<file path="src/rtl/alarm_pin_pkg.sv">
package alarm_pin_pkg;
    localparam int NUM_COND  = 6;
    localparam int ADDR_W    = 2;
    localparam int DATA_W    = 8;

    localparam logic [ADDR_W-1:0] ADDR_CFG  = 2'd0;
    localparam logic [ADDR_W-1:0] ADDR_MASK = 2'd1;
    localparam logic [ADDR_W-1:0] ADDR_FLAG = 2'd2;

    typedef enum int {
        C_LOS1 = 0, C_LOS2 = 1, C_LOSREF = 2, C_FOS1 = 3, C_FOS2 = 4, C_LOL = 5
    } cond_idx_e;

    typedef struct packed {
        logic fos_alarm_en;
        logic lol_pol;
        logic alarm_pol;
        logic int_pol;
        logic lol_en;
        logic ck2_en;
        logic ck1_en;
        logic int_en;
    } pin_cfg_t;

    typedef struct packed {
        logic d;
        logic oe;
    } pin_drv_t;

    function automatic pin_drv_t drive(input logic active, input logic pol);
        pin_drv_t p;
        p.oe = 1'b1;
        p.d  = pol ? active : ~active;
        return p;
    endfunction
endpackage

</file>
<file path="src/rtl/alarm_cfg_regs.sv">
module alarm_cfg_regs
    import alarm_pin_pkg::*;
(
    input  logic              clk,
    input  logic              rst,
    input  logic              wr_en,
    input  logic [ADDR_W-1:0] wr_addr,
    input  logic [DATA_W-1:0] wr_data,
    output pin_cfg_t          cfg_q,
    output logic [NUM_COND-1:0] mask_q
);
    always_ff @(posedge clk) begin
        if (rst) begin
            cfg_q  <= '0;
            mask_q <= '1;
        end else if (wr_en) begin
            if (wr_addr == ADDR_CFG)  cfg_q  <= pin_cfg_t'(wr_data);
            if (wr_addr == ADDR_MASK) mask_q <= wr_data[NUM_COND-1:0];
        end
    end


    mask_reset_chk: assert property (@(posedge clk) rst |=> (mask_q == '1 && cfg_q == '0));
endmodule

</file>
<file path="src/rtl/alarm_flag_bank.sv">
module alarm_flag_bank
    import alarm_pin_pkg::*;
(
    input  logic                clk,
    input  logic                rst,
    input  logic [NUM_COND-1:0] cond_i,
    input  logic                clr_en,
    input  logic [NUM_COND-1:0] clr_keep,
    input  logic [NUM_COND-1:0] mask_i,
    output logic [NUM_COND-1:0] status_q,
    output logic [NUM_COND-1:0] flags_q,
    output logic                irq
);
    logic [NUM_COND-1:0] rise;
    logic [NUM_COND-1:0] keep;

    assign rise = cond_i & ~status_q;
    assign keep = clr_en ? clr_keep : '1;

    always_ff @(posedge clk) begin
        if (rst) begin
            status_q <= '0;
            flags_q  <= '0;
        end else begin
            status_q <= cond_i;
            flags_q  <= (flags_q & keep) | rise;
        end
    end

    assign irq = |(flags_q & ~mask_i);

    for (genvar i = 0; i < NUM_COND; i++) begin : g_chk

        flag_set_chk: assert property (@(posedge clk) disable iff (rst)
            (cond_i[i] && !status_q[i]) |=> flags_q[i]);

        flag_clear_chk: assert property (@(posedge clk) disable iff (rst)
            (flags_q[i] && !(clr_en && !clr_keep[i])) |=> flags_q[i]);

        status_track_chk: assert property (@(posedge clk) disable iff (rst)
            1'b1 |=> status_q[i] == $past(cond_i[i]));
    end
endmodule

</file>
<file path="src/rtl/alarm_pin_mux.sv">
module alarm_pin_mux
    import alarm_pin_pkg::*;
(
    input  logic                clk,
    input  logic                rst,
    input  pin_cfg_t            cfg,
    input  logic [NUM_COND-1:0] status,
    input  logic                irq,
    output pin_drv_t            pin1,
    output pin_drv_t            pin2,
    output pin_drv_t            lolpin
);
    logic bad1, bad2;

    assign bad1 = status[C_LOS1] | (cfg.fos_alarm_en & status[C_FOS1]);
    assign bad2 = status[C_LOS2] | (cfg.fos_alarm_en & status[C_FOS2]);

    always_comb begin
        if (cfg.int_en)      pin1 = drive(irq, cfg.int_pol);
        else if (cfg.ck1_en) pin1 = drive(bad1, cfg.alarm_pol);
        else                 pin1 = '0;
    end

    assign pin2   = cfg.ck2_en ? drive(bad2, cfg.alarm_pol) : '0;
    assign lolpin = cfg.lol_en ? drive(status[C_LOL], cfg.lol_pol) : '0;


    int_prec_chk: assert property (@(posedge clk) disable iff (rst)
        cfg.int_en |-> (pin1.oe && (pin1.d == (irq ~^ cfg.int_pol))));

    pin1_tri_chk: assert property (@(posedge clk) disable iff (rst)
        !pin1.oe |-> !pin1.d);

    lol_tri_chk: assert property (@(posedge clk) disable iff (rst)
        !cfg.lol_en |-> (!lolpin.oe && !lolpin.d));
endmodule

</file>
<file path="src/rtl/alarm_pin_ctrl.sv">
module alarm_pin_ctrl
    import alarm_pin_pkg::*;
(
    input  logic                clk,
    input  logic                rst,
    input  logic [NUM_COND-1:0] cond_i,
    input  logic                wr_en,
    input  logic [ADDR_W-1:0]   wr_addr,
    input  logic [DATA_W-1:0]   wr_data,
    output logic [NUM_COND-1:0] status_o,
    output logic [NUM_COND-1:0] flags_o,
    output logic [NUM_COND-1:0] mask_o,
    output logic [DATA_W-1:0]   cfg_o,
    output logic                irq_o,
    output logic                pin1_o,
    output logic                pin1_oe,
    output logic                pin2_o,
    output logic                pin2_oe,
    output logic                lolpin_o,
    output logic                lolpin_oe
);
    pin_cfg_t cfg;
    pin_drv_t p1, p2, pl;
    logic     clr_en;

    assign clr_en = wr_en && (wr_addr == ADDR_FLAG);

    alarm_cfg_regs u_cfg (
        .clk(clk), .rst(rst), .wr_en(wr_en), .wr_addr(wr_addr),
        .wr_data(wr_data), .cfg_q(cfg), .mask_q(mask_o)
    );

    alarm_flag_bank u_flags (
        .clk(clk), .rst(rst), .cond_i(cond_i), .clr_en(clr_en),
        .clr_keep(wr_data[NUM_COND-1:0]), .mask_i(mask_o),
        .status_q(status_o), .flags_q(flags_o), .irq(irq_o)
    );

    alarm_pin_mux u_mux (
        .clk(clk), .rst(rst), .cfg(cfg), .status(status_o), .irq(irq_o),
        .pin1(p1), .pin2(p2), .lolpin(pl)
    );

    assign cfg_o     = cfg;
    assign pin1_o    = p1.d;
    assign pin1_oe   = p1.oe;
    assign pin2_o    = p2.d;
    assign pin2_oe   = p2.oe;
    assign lolpin_o  = pl.d;
    assign lolpin_oe = pl.oe;


    irq_source_chk: assert property (@(posedge clk) disable iff (rst)
        irq_o |-> (flags_o != '0));

    pin2_tri_chk: assert property (@(posedge clk) disable iff (rst)
        !cfg.ck2_en |-> (!pin2_oe && !pin2_o));
endmodule

</file>
<file path="config.mk">
export PLATFORM = sky130hd
export DESIGN_NAME = alarm_pin_ctrl
export DESIGN_NICKNAME = d
export VERILOG_FILES = /design/src/rtl/alarm_pin_pkg.sv /design/src/rtl/alarm_cfg_regs.sv /design/src/rtl/alarm_flag_bank.sv /design/src/rtl/alarm_pin_mux.sv /design/src/rtl/alarm_pin_ctrl.sv
export SDC_FILE = /design/constraint.sdc
export NUM_CORES = 1
export LEC_CHECK = 0
export BUFFER_PORTS_ARGS = -buffer_cell sky130_fd_sc_hd__clkbuf_2
export CAP_MARGIN = 20
export CORE_MARGIN = 3
export CORE_UTILIZATION = 43
export CTS_BUF_LIST = sky130_fd_sc_hd__clkbuf_4
export DETAILED_ROUTE_END_ITERATION = 12
export PLACE_DENSITY = 0.77
export SYNTH_ARGS = -nofsm -noshare
export SYNTH_HDL_FRONTEND = slang
export SYNTH_HIERARCHICAL = 1
export SYNTH_SLANG_ARGS = --single-unit
</file>
<file path="constraint.sdc">
create_clock -name clk -period 1 [get_ports clk]
set_input_delay 0.1 -clock clk [delete_from_list [all_inputs] [get_ports clk]]
set_output_delay 0.1 -clock clk [all_outputs]
set_load 0.05 [all_outputs]
</file>
==> results of run 1 <==
## cell usage after synthesis, drive strengths merged
master,instances,area (um^2)
xnor2,3,26.3
nor2,12,45.0
or2,1,6.26
o21ai,7,35.0
buf,8,62.6
nor3b,1,12.5
mux2i,14,140
nand2b,23,144
and2,2,12.5
xor2,1,8.76
or3,1,6.26
nor2b,6,37.5
nand2,1,3.75
o22ai,3,18.8
a21oi,8,47.6
dfxtp,26,521
inv,7,26.3
and3b,2,17.5
## per-stage QoR
stage               utilization (%)  hold WS (ps)
detailed placement             66.7           338
global placement               66.7           324
floorplan                         -           164
## kinds of logic after synthesis
logic type | Yosys count | share of synthesized area [%]
AO/OA/AOI/OAI | 18 | 8.65
buffers and inverters | 15 | 7.59
AND/OR/NAND/NOR | 49 | 24.4
XOR/XNOR | 4 | 2.99
multiplexers | 14 | 12.0
flip-flops | 26 | 44.4
==> results.ini, run 1 <==
[outcome]
status=aborted with a tool error
failed_stage=clock tree synthesis
stop_error=[ERROR DPL-0033] detailed placement checks failed during check placement.

[clocking]
cts_setup_buffers=3
root_buffer=clkbuf_4
ctsLongestPathBuffers=2
ctsHoldBuffers=7
htreeDepth=1
clkSinkCount=26
cts_resized=123
cts_made_buffers=3

[place]
gp_congestion=0.801
dp_worst_setup_slack_ps=-551
numPortBuffers=51
dp_hpwl_um=2540
place_inst=223
placed_area_um2=1680

[yosys]
synth_cell_types=22
syn_inst=126
avgSynthCellArea_um2=9.29
yosys_warnings=6
ys_ff_latch=26
syn_nets=145
netlist_area_um2=1170
yosysSeqAreaShare_pct=44.4

[floorplan]
die_y_um=58.2
start_util_pct=46.4
die_x_um=58.2
io_pins=52
rows=18

==> run 2: changes to the inputs <==
CORE_AREA = 3 3 64 66   (was not set)
CORE_MARGIN = not set   (was 3)
CORE_UTILIZATION = not set   (was 43)
CTS_BUF_LIST = not set   (was sky130_fd_sc_hd__clkbuf_4)
DIE_AREA = 0 0 67 69   (was not set)
PLACE_DENSITY = not set   (was 0.77)
PLACE_DENSITY_LB_ADDON = 0.15   (was not set)
clock period = 1.3 ns   (was 1 ns; I/O delays follow)
==> run 2 against run 1 <==
Compared with the run above:
- area after synthesis is the same
- the flow now finishes, with violations (setup timing)
- synthesized cell count is the same
==> results.ini, run 2 <==
[yosys]
synth_top_flop_cell=dfxtp_1
synthTopCellsByArea=dfxtp_1 (44%), nand2b_1 (12%), mux2i_1 (12%)
syn_inst=126  ; unchanged
synth.most_common_cell=dfxtp_1
yosys_warnings=6  ; unchanged
syn_nets=145  ; unchanged
netlist_area_um2=1170  ; unchanged
avgSynthCellArea_um2=9.29  ; unchanged
ys_ff_latch=26  ; unchanged
yosysSeqAreaShare_pct=44.4  ; unchanged
synth_commonest_cells=dfxtp_1 (26), nand2b_1 (23), mux2i_1 (14)
synth_edf_count=0  ; unchanged
synth_cell_types=22  ; unchanged
async_flop_share_pct=0  ; unchanged
yosysTopAreaCell=dfxtp_1
synth_top_cell_area_share_pct=44.4  ; unchanged

[clocking]
clkSinkCount=26  ; unchanged
cts_made_buffers=3  ; unchanged
cts_tree=built
clkLatencyLatePin_ps=280
root_buffer=clkbuf_8
htreeDepth=1  ; unchanged
ctsLongestPathBuffers=2  ; unchanged
clk_pin_slew_worst_paths_ps=100
ctsHoldBuffers=0  ; -7

[floorplan]
rows=22  ; +4
die_area_um2=4620
die_x_um=67  ; +15%
die_y_um=69  ; +19%
coreArea_um2=3630
io_pins=52  ; unchanged
start_util_pct=32.2  ; -14 points

[timing]
rsz0062_at_grt=true
slew_headroom_pct=72.8
setup_viol=3
slew_violations=0
min_period_over_period_pct=133
worst_clock_skew_ps=5.80
final.setup.tns_ps=-857
worstMarginPinSlew_ps=407
fin_ws_ps=-433
fmax_mhz=577
final-hold-violation-count=0
min_period_ps=1730

[power]
p_sw_share_pct=30.7
cellLeakagePower_nw=0.788
ir_drop_uv=520
p_sw_mw=0.595
p_per_area_nw_per_um2=1090
p_seq_share_pct=44.4
p_comb_share_pct=24.4
p_int_mw=1.34
pwr-share-clk_pct=31.2

[final_layout]
seq_area_um2=566
area_growth_pct=51.3
fin_cells=240
largest_register_ffs=8
top_register=u_cfg/cfg_q
nets=212
multi_input_area_um2=594
fin_area_um2=1770
diodes=0
layout_commonest_cell=clkbuf_2
fillers=384
layout_common_cells=clkbuf_2 (46), nand2b_1 (23), buf_4 (19)
drive_gt1_share_pct=53.1

[outcome]
violations=setup timing
status=finished with violations

[place]
numPortBuffers=51  ; unchanged
place_inst=232  ; +4.0%
dp_hpwl_um=2310  ; -9.2%
placed_area_um2=1610  ; -4.4%
gp_congestion=0.808  ; +0.92%
dp_worst_setup_slack_ps=-267  ; +284 ps

[grt]
grt.met3_usage_pct=2.44
antenna_found_initial=0
grt_usage_pct=13.6
grt_pass1_wl_um=4820
grt.busiest_layer=met2
grt.met1_usage_pct=18.7
grtUsageMet2_pct=20.9
grt-ovfl-total=0
first_global_vias=1026
grt_max_degree=28

[min_path]
hold_path.startpoint=cond_i[3]
min-delay-path-class=in -> reg
hold_depth=2

[setup_path]
reg2reg_depth=4
crit_arrival_ps=1600
end_kind=output port
startpoint_type=flop
worst-setup-path-type=reg -> out
crit_fanout=2
required_ps=1170
cp-startpoint=u_flags/flags_q[0]
r2r_start=u_flags/flags_q[0]

[drt]
ant_nets=0
viasPerCell=4.37
first_pass_iters=4
wl_um=3040
drc=0
drtIter0Drc=37
vias=1048
wire_per_inst_um=12.7

[run]
drv_cap=0

==> run 2: cell counts after synthesis <==
No cell type changed its count.
==> run 2: timing repair <==
action / in CTS / in global routing
endpoints found under the setup margin: 4 / 5
pin swaps: 2 / 1
setup buffers: 5 / 1
gates resized for setup: 15 / 8
==> run 2: power groups by stage <==
stage	Combinational, mW	Clock, mW	Sequential (mW)
6_report	0.473	0.603	0.859
5_1_grt	0.505	0.653	0.865
4_1_cts	0.474	0.620	0.859
3_5_place_dp	0.443	0	0.876
3_3_place_gp	0.439	0	0.875
2_1_floorplan	0.163	0	1.02
==> run 2: final cells by class <==
cell class	count	share of cell area (%)
sequential	26	31.9
tap	48	3.39
inverter	7	1.48
clock buffer	4	3.74
multi-input combinational	85	33.5
timing repair buffer	70	25.9
==> run 2: path summary, 6_finish.rpt <==
kind	to	slack [ps]
worst max-delay path	pin1_o	-430
worst min-delay path	u_flags/status_q[3]	80
worst max register to register	u_flags/flags_q[0]	440
worst min register to register	u_cfg/cfg_q[6]	500
==> run 2: logic make-up (layout without fill, tap and decap cells) <==
logic type | count (synthesis) | count (layout) | share of synthesized area (%)
XOR/XNOR | 4 | 4 | 2.99
flip-flops | 26 | 26 | 44.4
AND/OR/NAND/NOR | 49 | 49 | 24.4
multiplexers | 14 | 14 | 12.0
AO/OA/AOI/OAI | 18 | 18 | 8.65
buffers and inverters | 15 | 81 | 7.59
==> run 2: layer usage <==
layer	routed length, um	part of all wire, %
met4	41	1.4
met1	1410	47
met5	0	0
met2	1450	48
met3	137	4.5
==> run 2: critical path, cell delays in order (launching register included) <==
cell,delay [ps]
dfxtp_4,350
inv_2,50
o22ai_2,60
or3_4,390
xnor2_1,140
nand2_1,100
o21ai_4,80
buf_8,160
==> run 2: metrics by stage <==
step	hold slack (ps)	utilization (%)	total power, mW
3_5_place_dp	371	44.3	1.32
5_1_grt	92.4	48.8	2.02
2_1_floorplan	202	-	1.18
6_report	76.7	48.8	1.94
3_3_place_gp	360	44.3	1.31
4_1_cts	81.8	48.6	1.95
Power figures use the tool's default switching activity.
==> run 3: changes to the inputs <==
CORE_AREA = not set   (was 3 3 64 66)
CORE_MARGIN = 3   (was not set)
CORE_UTILIZATION = 25   (was not set)
DIE_AREA = not set   (was 0 0 67 69)
SKIP_CTS_REPAIR_TIMING = 1   (was not set)
==> run 3 against run 2 <==
Compared with the run above:
- register-to-register slack better by 30 ps
- critical endpoint unchanged
- combinational power about the same
- highest routed layer unchanged
- the flow still finishes with violations (setup timing)
- die area up 20%
==> results.ini, run 3 (synthesis results as in run 2) <==
[outcome]
status=finished with violations
violations=setup timing

[drt]
first_pass_iters=5  ; +1
vias=1049  ; +0.095%
wl_um=3200  ; +5.4%
drtIter0Drc=13  ; -65%
drc=0  ; unchanged
ant_nets=0  ; unchanged
wire_per_inst_um=13.2  ; +4.5%
viasPerCell=4.33  ; -0.73%

[timing]
worstMarginPinSlew_ps=394  ; -13.6 ps
fin_ws_ps=-435  ; -2.39 ps
min_period_ps=1730  ; +2.39 ps
worst_clock_skew_ps=1.17  ; -4.63 ps
min_period_over_period_pct=133  ; +0.18 points
final-hold-violation-count=0  ; unchanged
slew_headroom_pct=73.7  ; +0.91 points
hold_slack_ps=83.9  ; +7.12 ps
final.setup.tns_ps=-851  ; +6.10 ps
fmax_mhz=576  ; -0.14%
slew_violations=0  ; unchanged
setup_viol=3  ; unchanged
rsz0062_at_grt=true

[setup_path]
cp_slowest_cell=or3_4
critical_path.max_stage_delay_ps=400  ; about the same
worst-setup-path-type=reg -> out
crit_chain=inv_2 > o22ai_2 > or3_4 > xnor2_2 > nand2_1 > o21ai_4 > buf_12
crit_fanout=2  ; unchanged
end_kind=output port
reg2reg_setup_slack_ps=470  ; +30 ps
required_ps=1170  ; about the same
startpoint_type=flop
crit_arrival_ps=1600  ; about the same
reg2reg_depth=3  ; -1
crit_buf_inv=2  ; unchanged
crit_family=simple AND/OR/NAND/NOR gates
crit_cells=7  ; unchanged

[min_path]
min-delay-path-class=in -> reg
hold_depth=3  ; +1

[final_layout]
nets=210  ; -0.94%
largest_register_ffs=8  ; unchanged
diodes=0  ; unchanged
drive_gt1_share_pct=53.2  ; about the same
fin_cells=242  ; +0.83%
top_register=u_cfg/cfg_q
fillers=472  ; +23%
layout_common_cells=clkbuf_2 (46), nand2b_1 (23), buf_4 (17)
area_growth_pct=49.9
layout_commonest_cell=clkbuf_2
utilization_pct=39.5  ; -9.3 points

[floorplan]
rows=24  ; +9.1%
die_area_um2=5540  ; +20%
die_y_um=74.4  ; +7.9%
die_x_um=74.4  ; +11%
io_pins=52  ; unchanged
start_util_pct=26.4  ; -5.9 points
coreArea_um2=4440  ; +22%

[place]
gp_congestion=0.694  ; -14%
dp_hpwl_um=2530  ; +9.4%
place_inst=236  ; +1.7%
numPortBuffers=51  ; unchanged

[grt]
first_global_vias=1058  ; +3.1%
grt_pass1_wl_um=5040  ; +4.6%
grt-ovfl-total=0  ; unchanged
grt_usage_pct=11.9  ; -1.7 points
antenna_found_initial=0  ; unchanged
grt_max_degree=41  ; +46%

[power]
ir_drop_uv=425  ; -18%
p_comb_share_pct=25.3  ; +0.9 points
cellLeakagePower_nw=0.771  ; -2.0%
p_per_area_nw_per_um2=1060  ; -2.7%
pwr-share-clk_pct=28.7  ; -2.5 points
p_int_mw=1.27  ; -5.1%
p_sw_share_pct=31.9  ; +1.1 points
p_sw_mw=0.595  ; about the same
p_seq_share_pct=46.1  ; +1.7 points

[clocking]
cts_made_buffers=3  ; unchanged
root_buffer=clkbuf_8
ctsLongestPathBuffers=2  ; unchanged
htreeDepth=1  ; unchanged
clkSinkCount=26  ; unchanged
clkLatencyLatePin_ps=270  ; about the same
clk_pin_slew_worst_paths_ps=90  ; about the same
cts_tree=built

[run]
drv_cap=0  ; unchanged

## run 3: tightest hold or removal path, delay by kind of cell
family,cells,cell delay (ps)
buffers and inverters,1,80
muxes,1,60
and+or+nand+nor,1,50
## run 3: routing by layer
metal  track usage [%]  up-vias  wire length (um)
li1                  -      534                 -
met1              16.0      486              1530
met2              19.7       27              1520
met3              2.30        2               137
met4              2.96        0                13
met5                 0        -                 0
## run 3: power by group through the flow
stage / clock network (mW) / registers (mW) / logic [mW]
3_5_place_dp: 0 / 0.878 / 0.454
6_report: 0.535 / 0.860 / 0.471
2_1_floorplan: 0 / 1.02 / 0.163
4_1_cts: 0.554 / 0.860 / 0.455
3_3_place_gp: 0 / 0.875 / 0.449
5_1_grt: 0.586 / 0.865 / 0.504
## run 3: per-stage QoR
stage	total power, mW	cell area (um^2)	setup slack, ps
after floorplan	1.18	1230	-291
after global placement	1.32	1630	-142
after detailed placement	1.33	1630	-137
after CTS	1.87	1680	-447
after global routing	1.96	1760	-500
final	1.87	1760	-435
## run 3: final cells by class
class,instances,area (um^2),share of cell area (%)
inverter,7,26.3,1.50
sequential,26,568,32.4
multi-input combinational,85,602,34.3
tap,52,65.1,3.71
clock buffer,4,55.1,3.14
timing repair buffer,68,439,25.0
## run 3: path summary, 6_finish.rpt
| kind | from | end |
|---|---|---|
| max | u_flags/flags_q[1] | pin1_o |
| min | wr_data[6] | u_cfg/cfg_q[6] |
| max reg2reg | u_flags/status_q[4] | u_flags/flags_q[4] |
| min reg2reg | u_cfg/cfg_q[6] | u_cfg/cfg_q[6] |
